`config.mk`:
```
export PLATFORM = sky130hd
export DESIGN_NAME = gpio_bank_ctrl
export DESIGN_NICKNAME = d
export VERILOG_FILES = /design/src/rtl/gpio_bank_ctrl.sv
export SDC_FILE = /design/constraint.sdc
export NUM_CORES = 1
export LEC_CHECK = 0
export CAP_MARGIN = 20
export CELL_PAD_IN_SITES_DETAIL_PLACEMENT = 0
export CELL_PAD_IN_SITES_GLOBAL_PLACEMENT = 1
export CORE_ASPECT_RATIO = 1.25
export CORE_UTILIZATION = 52
export CTS_CLUSTER_DIAMETER = 200
export DETAILED_ROUTE_END_ITERATION = 8
export DONT_BUFFER_PORTS = 1
export PLACE_DENSITY_LB_ADDON = 0.1
export SETUP_SLACK_MARGIN = 0.5
export SYNTH_ARGS = -nofsm -noshare
export SYNTH_HDL_FRONTEND = slang
export SYNTH_SLANG_ARGS = --single-unit
```
`constraint.sdc`:
```
create_clock -name clk -period 4.87 [get_ports clk]
set_input_delay 0.974 -clock clk [delete_from_list [all_inputs] [get_ports clk]]
set_output_delay 0.974 -clock clk [all_outputs]
set_load 0.1 [all_outputs]
```
`src/rtl/gpio_bank_ctrl.sv`:
```
module gpio_bank_ctrl #(
  parameter logic [7:0] DRV_BASE0  = 8'h2B,
  parameter logic [7:0] DRV_BASE1  = 8'h3B,
  parameter logic [7:0] SNS_BASE0  = 8'h33,
  parameter logic [7:0] SNS_BASE1  = 8'h43,
  parameter logic [7:0] STAT_ADDR0 = 8'h0B,
  parameter logic [7:0] STAT_ADDR1 = 8'h0C,
  parameter logic [7:0] MASK_ADDR0 = 8'h19,
  parameter logic [7:0] MASK_ADDR1 = 8'h1A
) (
  input  logic        clk,
  input  logic        rst_n,
  input  logic [7:0]  bus_addr,
  input  logic        bus_wr,
  input  logic [7:0]  bus_wdata,
  output logic [7:0]  bus_rdata,
  input  logic [15:0] pin_in,
  output logic [15:0] pad_out,
  output logic [15:0] pad_oe,
  output logic [15:0] pull_en,
  output logic [31:0] pull_sel,
  output logic        irq
);
  localparam int BANK = 8;
  localparam int NPIN = 2 * BANK;

  function automatic logic [7:0] pin_addr(input int p, input logic [7:0] b0, input logic [7:0] b1);
    return (p < BANK) ? b0 + 8'(p) : b1 + 8'(p - BANK);
  endfunction

  logic [5:0]      drv   [NPIN];
  logic [1:0]      mode  [NPIN];
  logic [NPIN-1:0] sy1, sy2, sy3;
  logic [NPIN-1:0] pend, mask, det, clr;

  always_ff @(posedge clk or negedge rst_n)
    if (!rst_n) begin
      sy1 <= '0; sy2 <= '0; sy3 <= '0;
    end else begin
      sy1 <= pin_in; sy2 <= sy1; sy3 <= sy2;
    end

  always_ff @(posedge clk or negedge rst_n)
    if (!rst_n) begin
      for (int p = 0; p < NPIN; p++) begin
        drv[p]  <= '0;
        mode[p] <= '0;
      end
    end else if (bus_wr) begin
      for (int p = 0; p < NPIN; p++) begin
        if (bus_addr == pin_addr(p, DRV_BASE0, DRV_BASE1)) drv[p]  <= bus_wdata[5:0];
        if (bus_addr == pin_addr(p, SNS_BASE0, SNS_BASE1)) mode[p] <= bus_wdata[2:1];
      end
    end

  always_comb
    for (int p = 0; p < NPIN; p++)
      det[p] = (mode[p][1] & sy2[p] & ~sy3[p]) | (mode[p][0] & ~sy2[p] & sy3[p]);

  assign clr[BANK-1:0]    = (bus_wr && bus_addr == STAT_ADDR0) ? bus_wdata : '0;
  assign clr[NPIN-1:BANK] = (bus_wr && bus_addr == STAT_ADDR1) ? bus_wdata : '0;

  always_ff @(posedge clk or negedge rst_n)
    if (!rst_n) begin
      pend <= '0;
      mask <= '1;
    end else begin
      pend <= (pend & ~clr) | det;
      if (bus_wr && bus_addr == MASK_ADDR0) mask[BANK-1:0]    <= bus_wdata;
      if (bus_wr && bus_addr == MASK_ADDR1) mask[NPIN-1:BANK] <= bus_wdata;
    end

  always_comb begin
    bus_rdata = '0;
    for (int p = 0; p < NPIN; p++) begin
      if (bus_addr == pin_addr(p, DRV_BASE0, DRV_BASE1)) bus_rdata = {2'b00, drv[p]};
      if (bus_addr == pin_addr(p, SNS_BASE0, SNS_BASE1)) bus_rdata = {5'b0, mode[p], sy2[p]};
    end
    if (bus_addr == STAT_ADDR0) bus_rdata = pend[BANK-1:0];
    if (bus_addr == STAT_ADDR1) bus_rdata = pend[NPIN-1:BANK];
    if (bus_addr == MASK_ADDR0) bus_rdata = mask[BANK-1:0];
    if (bus_addr == MASK_ADDR1) bus_rdata = mask[NPIN-1:BANK];
  end

  always_comb
    for (int p = 0; p < NPIN; p++) begin
      pad_out[p]        = drv[p][0];
      pad_oe[p]         = drv[p][5] & ~(drv[p][4] & drv[p][0]);
      pull_en[p]        = drv[p][3];
      pull_sel[2*p +: 2] = drv[p][2:1];
    end

  assign irq = |(pend & ~mask);

  a_r8_all_masked_quiet: assert property (@(posedge clk) disable iff (!rst_n)
    (&mask) |-> !irq);

  for (genvar g = 0; g < NPIN; g++) begin : g_chk
    localparam logic [7:0] DA = (g < BANK) ? DRV_BASE0 + 8'(g) : DRV_BASE1 + 8'(g - BANK);
    localparam logic [7:0] SA = (g < BANK) ? STAT_ADDR0 : STAT_ADDR1;
    localparam int         BI = g % BANK;

    a_r3_oe_after_write: assert property (@(posedge clk) disable iff (!rst_n)
      (bus_wr && bus_addr == DA) |=>
        pad_oe[g] == ($past(bus_wdata[5]) & ~($past(bus_wdata[4]) & $past(bus_wdata[0]))));

    a_r5_disabled_no_pend: assert property (@(posedge clk) disable iff (!rst_n)
      (mode[g] == 2'd0 && !pend[g]) |=> !pend[g]);

    a_r7_edge_wins: assert property (@(posedge clk) disable iff (!rst_n)
      det[g] |=> pend[g]);

    a_r6_ack_clears: assert property (@(posedge clk) disable iff (!rst_n)
      (bus_wr && bus_addr == SA && bus_wdata[BI] && !det[g]) |=> !pend[g]);
  end
endmodule

```
==> results.ini <==
[clocking]
cts_buffers=22
postCtsSetupRepairBufs=0
clkSinkCount=208
cts_tree=yes
clock_latency_ns=0.50
cts-root-buf=clkbuf_16
htree_levels=1
clk_path_buf_depth=3
path_clk_slew_ns=0.06

[logic_synthesis]
syn-cell-area_um2=10530
yosysTopAreaCellShare=0.4563
synthTopCellsByArea=dfrtp_1, mux2_2, buf_4
synth.distinct_cells=69
yosysTopAreaCell=dfrtp_1
syn_inst=957
async_reset_ff_frac=1.000
syn-num-nets=992
synth_area_per_cell_um2=11.00
synth_seq_area_share=0.4962
yosys_warnings=0
synth_edf_count=0
ys_seq_elements=208
synth_ff_type=dfrtp_1

[drt]
dr_total_vias=7714
final_antenna_net_count=0
drc=0
wl_per_cell_um=28.87
viasPerCell=6.571
drtPass1Iterations=8
drt_iter0_markers=667
wirelength_mm=33.90

[worst_setup_path]
start_kind=input pin
worstSetupStartpoint=bus_addr[6]
worst-path-max-fanout=9
worstSetupPathType=input pin to output port
critPathSlowestCell=nor2_1
cp.arrival_ns=3.35
crit_chain=nand4bb_2 > buf_4 > nor2_1 > a32oi_1 > nand4_1 > a2111oi_2 > o21ai_2 > buf_12
endpoint_kind=output port
critPathMaxStageDelay_ns=0.59
r2r_start=pad_out[0]$_DFFE_PN0P_
r2r_cells=1
required_ns=3.90

[power_and_ir_drop]
irDropWorstVdd_v=0.0002995
p_leak_nw=5.032
power_density_nw_per_um2=364.7
totalPowerFinal_mw=4.205

[floorplanning]
die_h_um=161.1
fp.dieW_um=129.3
dieArea_um2=20830
rows=57
core_um2=19610
initial_utilization=0.5369
io_pins=124

[sta]
fin_worst_skew_ns=0.008931
slew_viol_final=0
finalSetupViolations=0
fin_crit_sh=0.8869
finalCriticalPeriod_ns=4.319
hold_viol=0
tightest_slew_ns=1.182
finalSetupTns_ns=0
timing.fmax_mhz=231.5
rsz0062_at_grt=true
relSlewSlack=0.2074
whs_ns=0.1638

[global_routing]
grt_pass1_wl_mm=50.60
overflow=0
grt_pass1_vias=7851
grt_util_all_layers=0.3345
antenna_found_initial=0
grt_max_degree=209

[placed_design]
port_buffers=0
place.gp.congestion=0.9623
dpl.hpwl_mm=24.01
placed_area_um2=10710

[status]
status=finished clean

[final_layout]
nNetsFinal=930
antenna_cells=0
drive_gt1_frac=0.3157
area_delta_synth_final_pct=9.517
fin_area_um2=11530

[run]
drv_cap=0

[min_path]
hold_path.class=input pin to async pin

what timing repair did:
item | CTS | global route
setup endpoints to repair | 3 | 6
hold buffers | 0 | 0
resized for setup | 5 | 2
gates cloned | 0 | 0
pin swaps | 0 | 0
final cells by class:
class | instances | area (µm²)
Fill cell | 1635 | 8080
Sequential cell | 208 | 5225
Multi-Input combinational cell | 602 | 4586
Clock buffer | 26 | 606.8
Timing Repair Buffer | 36 | 500.5
Tap cell | 265 | 331.6
Clock inverter | 12 | 188.9
Inverter | 25 | 93.84
report_power, final:
part	switching [mW]	internal [mW]	leakage [nW]	total, mW
combinational	0.200	0.119	2.00	0.319
sequential	0.247	1.82	2.63	2.06
clock	0.672	1.15	0.397	1.82
worst paths after layout:
path	end	slack [ns]
max	bus_rdata[3]	0.55
max reg2reg	pad_out[0]$_DFFE_PN0P_	3.40
min reg2reg	sy2[10]$_DFF_PN0_	0.35
max in group asynchronous	sy2[13]$_DFF_PN0_	4.27
min in group clk	sy2[10]$_DFF_PN0_	0.35
min	sy2[14]$_DFF_PN0_	0.16
metal layers:
layer / share of wire / vias to the layer above / track usage
li1: - / 3308 / -
met1: 0.41 / 3976 / 0.4300
met2: 0.50 / 351 / 0.5674
met3: 0.064 / 79 / 0.05763
met4: 0.034 / 0 / 0.1128
met5: 0 / - / 0
critical path: cells and delay by family:
| kind | cells | cell delay, ns |
|---|---|---|
| buffers and inverters | 2 | 0.50 |
| AND/OR/NAND/NOR | 3 | 1.26 |
| AO/OA/AOI/OAI | 3 | 0.60 |
cells in the mapped netlist (all sizes together), types with 3 or more instances:
cell and instances:
and3 6, mux2 147, clkbuf 33, a22oi 17, o221ai 3, dfrtp 192, a221oi 12, a2111oi 5
o22ai 14, nand3 17, nor2b 6, o2111ai 4, o21ai 38, nand4 9, nand2b 8, a22o 6
a211oi 3, o211ai 22, a21oi 15, a21boi 16, and2 4, a222oi 5, nand2 91, dfstp 16
a32oi 7, mux2i 4, nor3 30, inv 25, o31ai 3, buf 89, a31oi 3, nand3b 16
nor2 53, nor4 8
flip-flops by register name, indices dropped and copies added, names as in the netlist:
| register | count |
|---|---|
| drv | 32 |
| pull_en | 16 |
| sy3 | 16 |
| mask | 16 |
| pend | 16 |
| pad_out | 16 |
| sy1 | 16 |
| pull_sel | 32 |
| mode | 32 |
| sy2 | 16 |
through the flow:
| stage | worst slack (ns) | cells | util |
|---|---|---|---|
| after floorplan | 0.07290 | 957 | - |
| after global placement | 0.1963 | 1128 | 0.5354 |
| after detailed placement | 0.1037 | 1136 | 0.5460 |
| after CTS | 0.4835 | 1174 | 0.5874 |
| after global routing | 0.4539 | 1174 | 0.5880 |
| final | 0.5506 | 1174 | 0.5880 |
cells by family (layout without fill, tap and decap cells):
kind of cell    Yosys count  after routing  share of synthesized area
flops                   208            208                     0.4962
simple gates            261            261                     0.1322
compound gates          190            190                     0.1287
mux                     151            151                     0.1631
buf+inv                 147             99                    0.07973
layout by cell type (no fill, tap or decap), types with 7 or more instances in the layout:
| cell | netlist | final |
|---|---|---|
| a21boi_2 | 0 | 16 |
| a21oi_1 | 15 | 14 |
| a221oi_1 | 12 | 11 |
| a22oi_1 | 17 | 17 |
| a32oi_1 | 7 | 7 |
| buf_16 | 0 | 8 |
| buf_4 | 64 | 22 |
| clkbuf_16 | 0 | 23 |
| dfrtp_1 | 192 | 192 |
| dfstp_2 | 16 | 16 |
| inv_1 | 25 | 25 |
| mux2_2 | 141 | 141 |
| nand2_1 | 90 | 90 |
| nand2b_1 | 7 | 7 |
| nand3_1 | 17 | 17 |
| nand3b_1 | 16 | 16 |
| nand4_1 | 9 | 9 |
| nor2_1 | 50 | 50 |
| nor3_1 | 24 | 23 |
| nor3_2 | 6 | 7 |
| o211ai_1 | 22 | 22 |
| o21ai_0 | 33 | 30 |
| o22ai_1 | 14 | 14 |
Note: power is estimated with default switching activity, not from simulation.
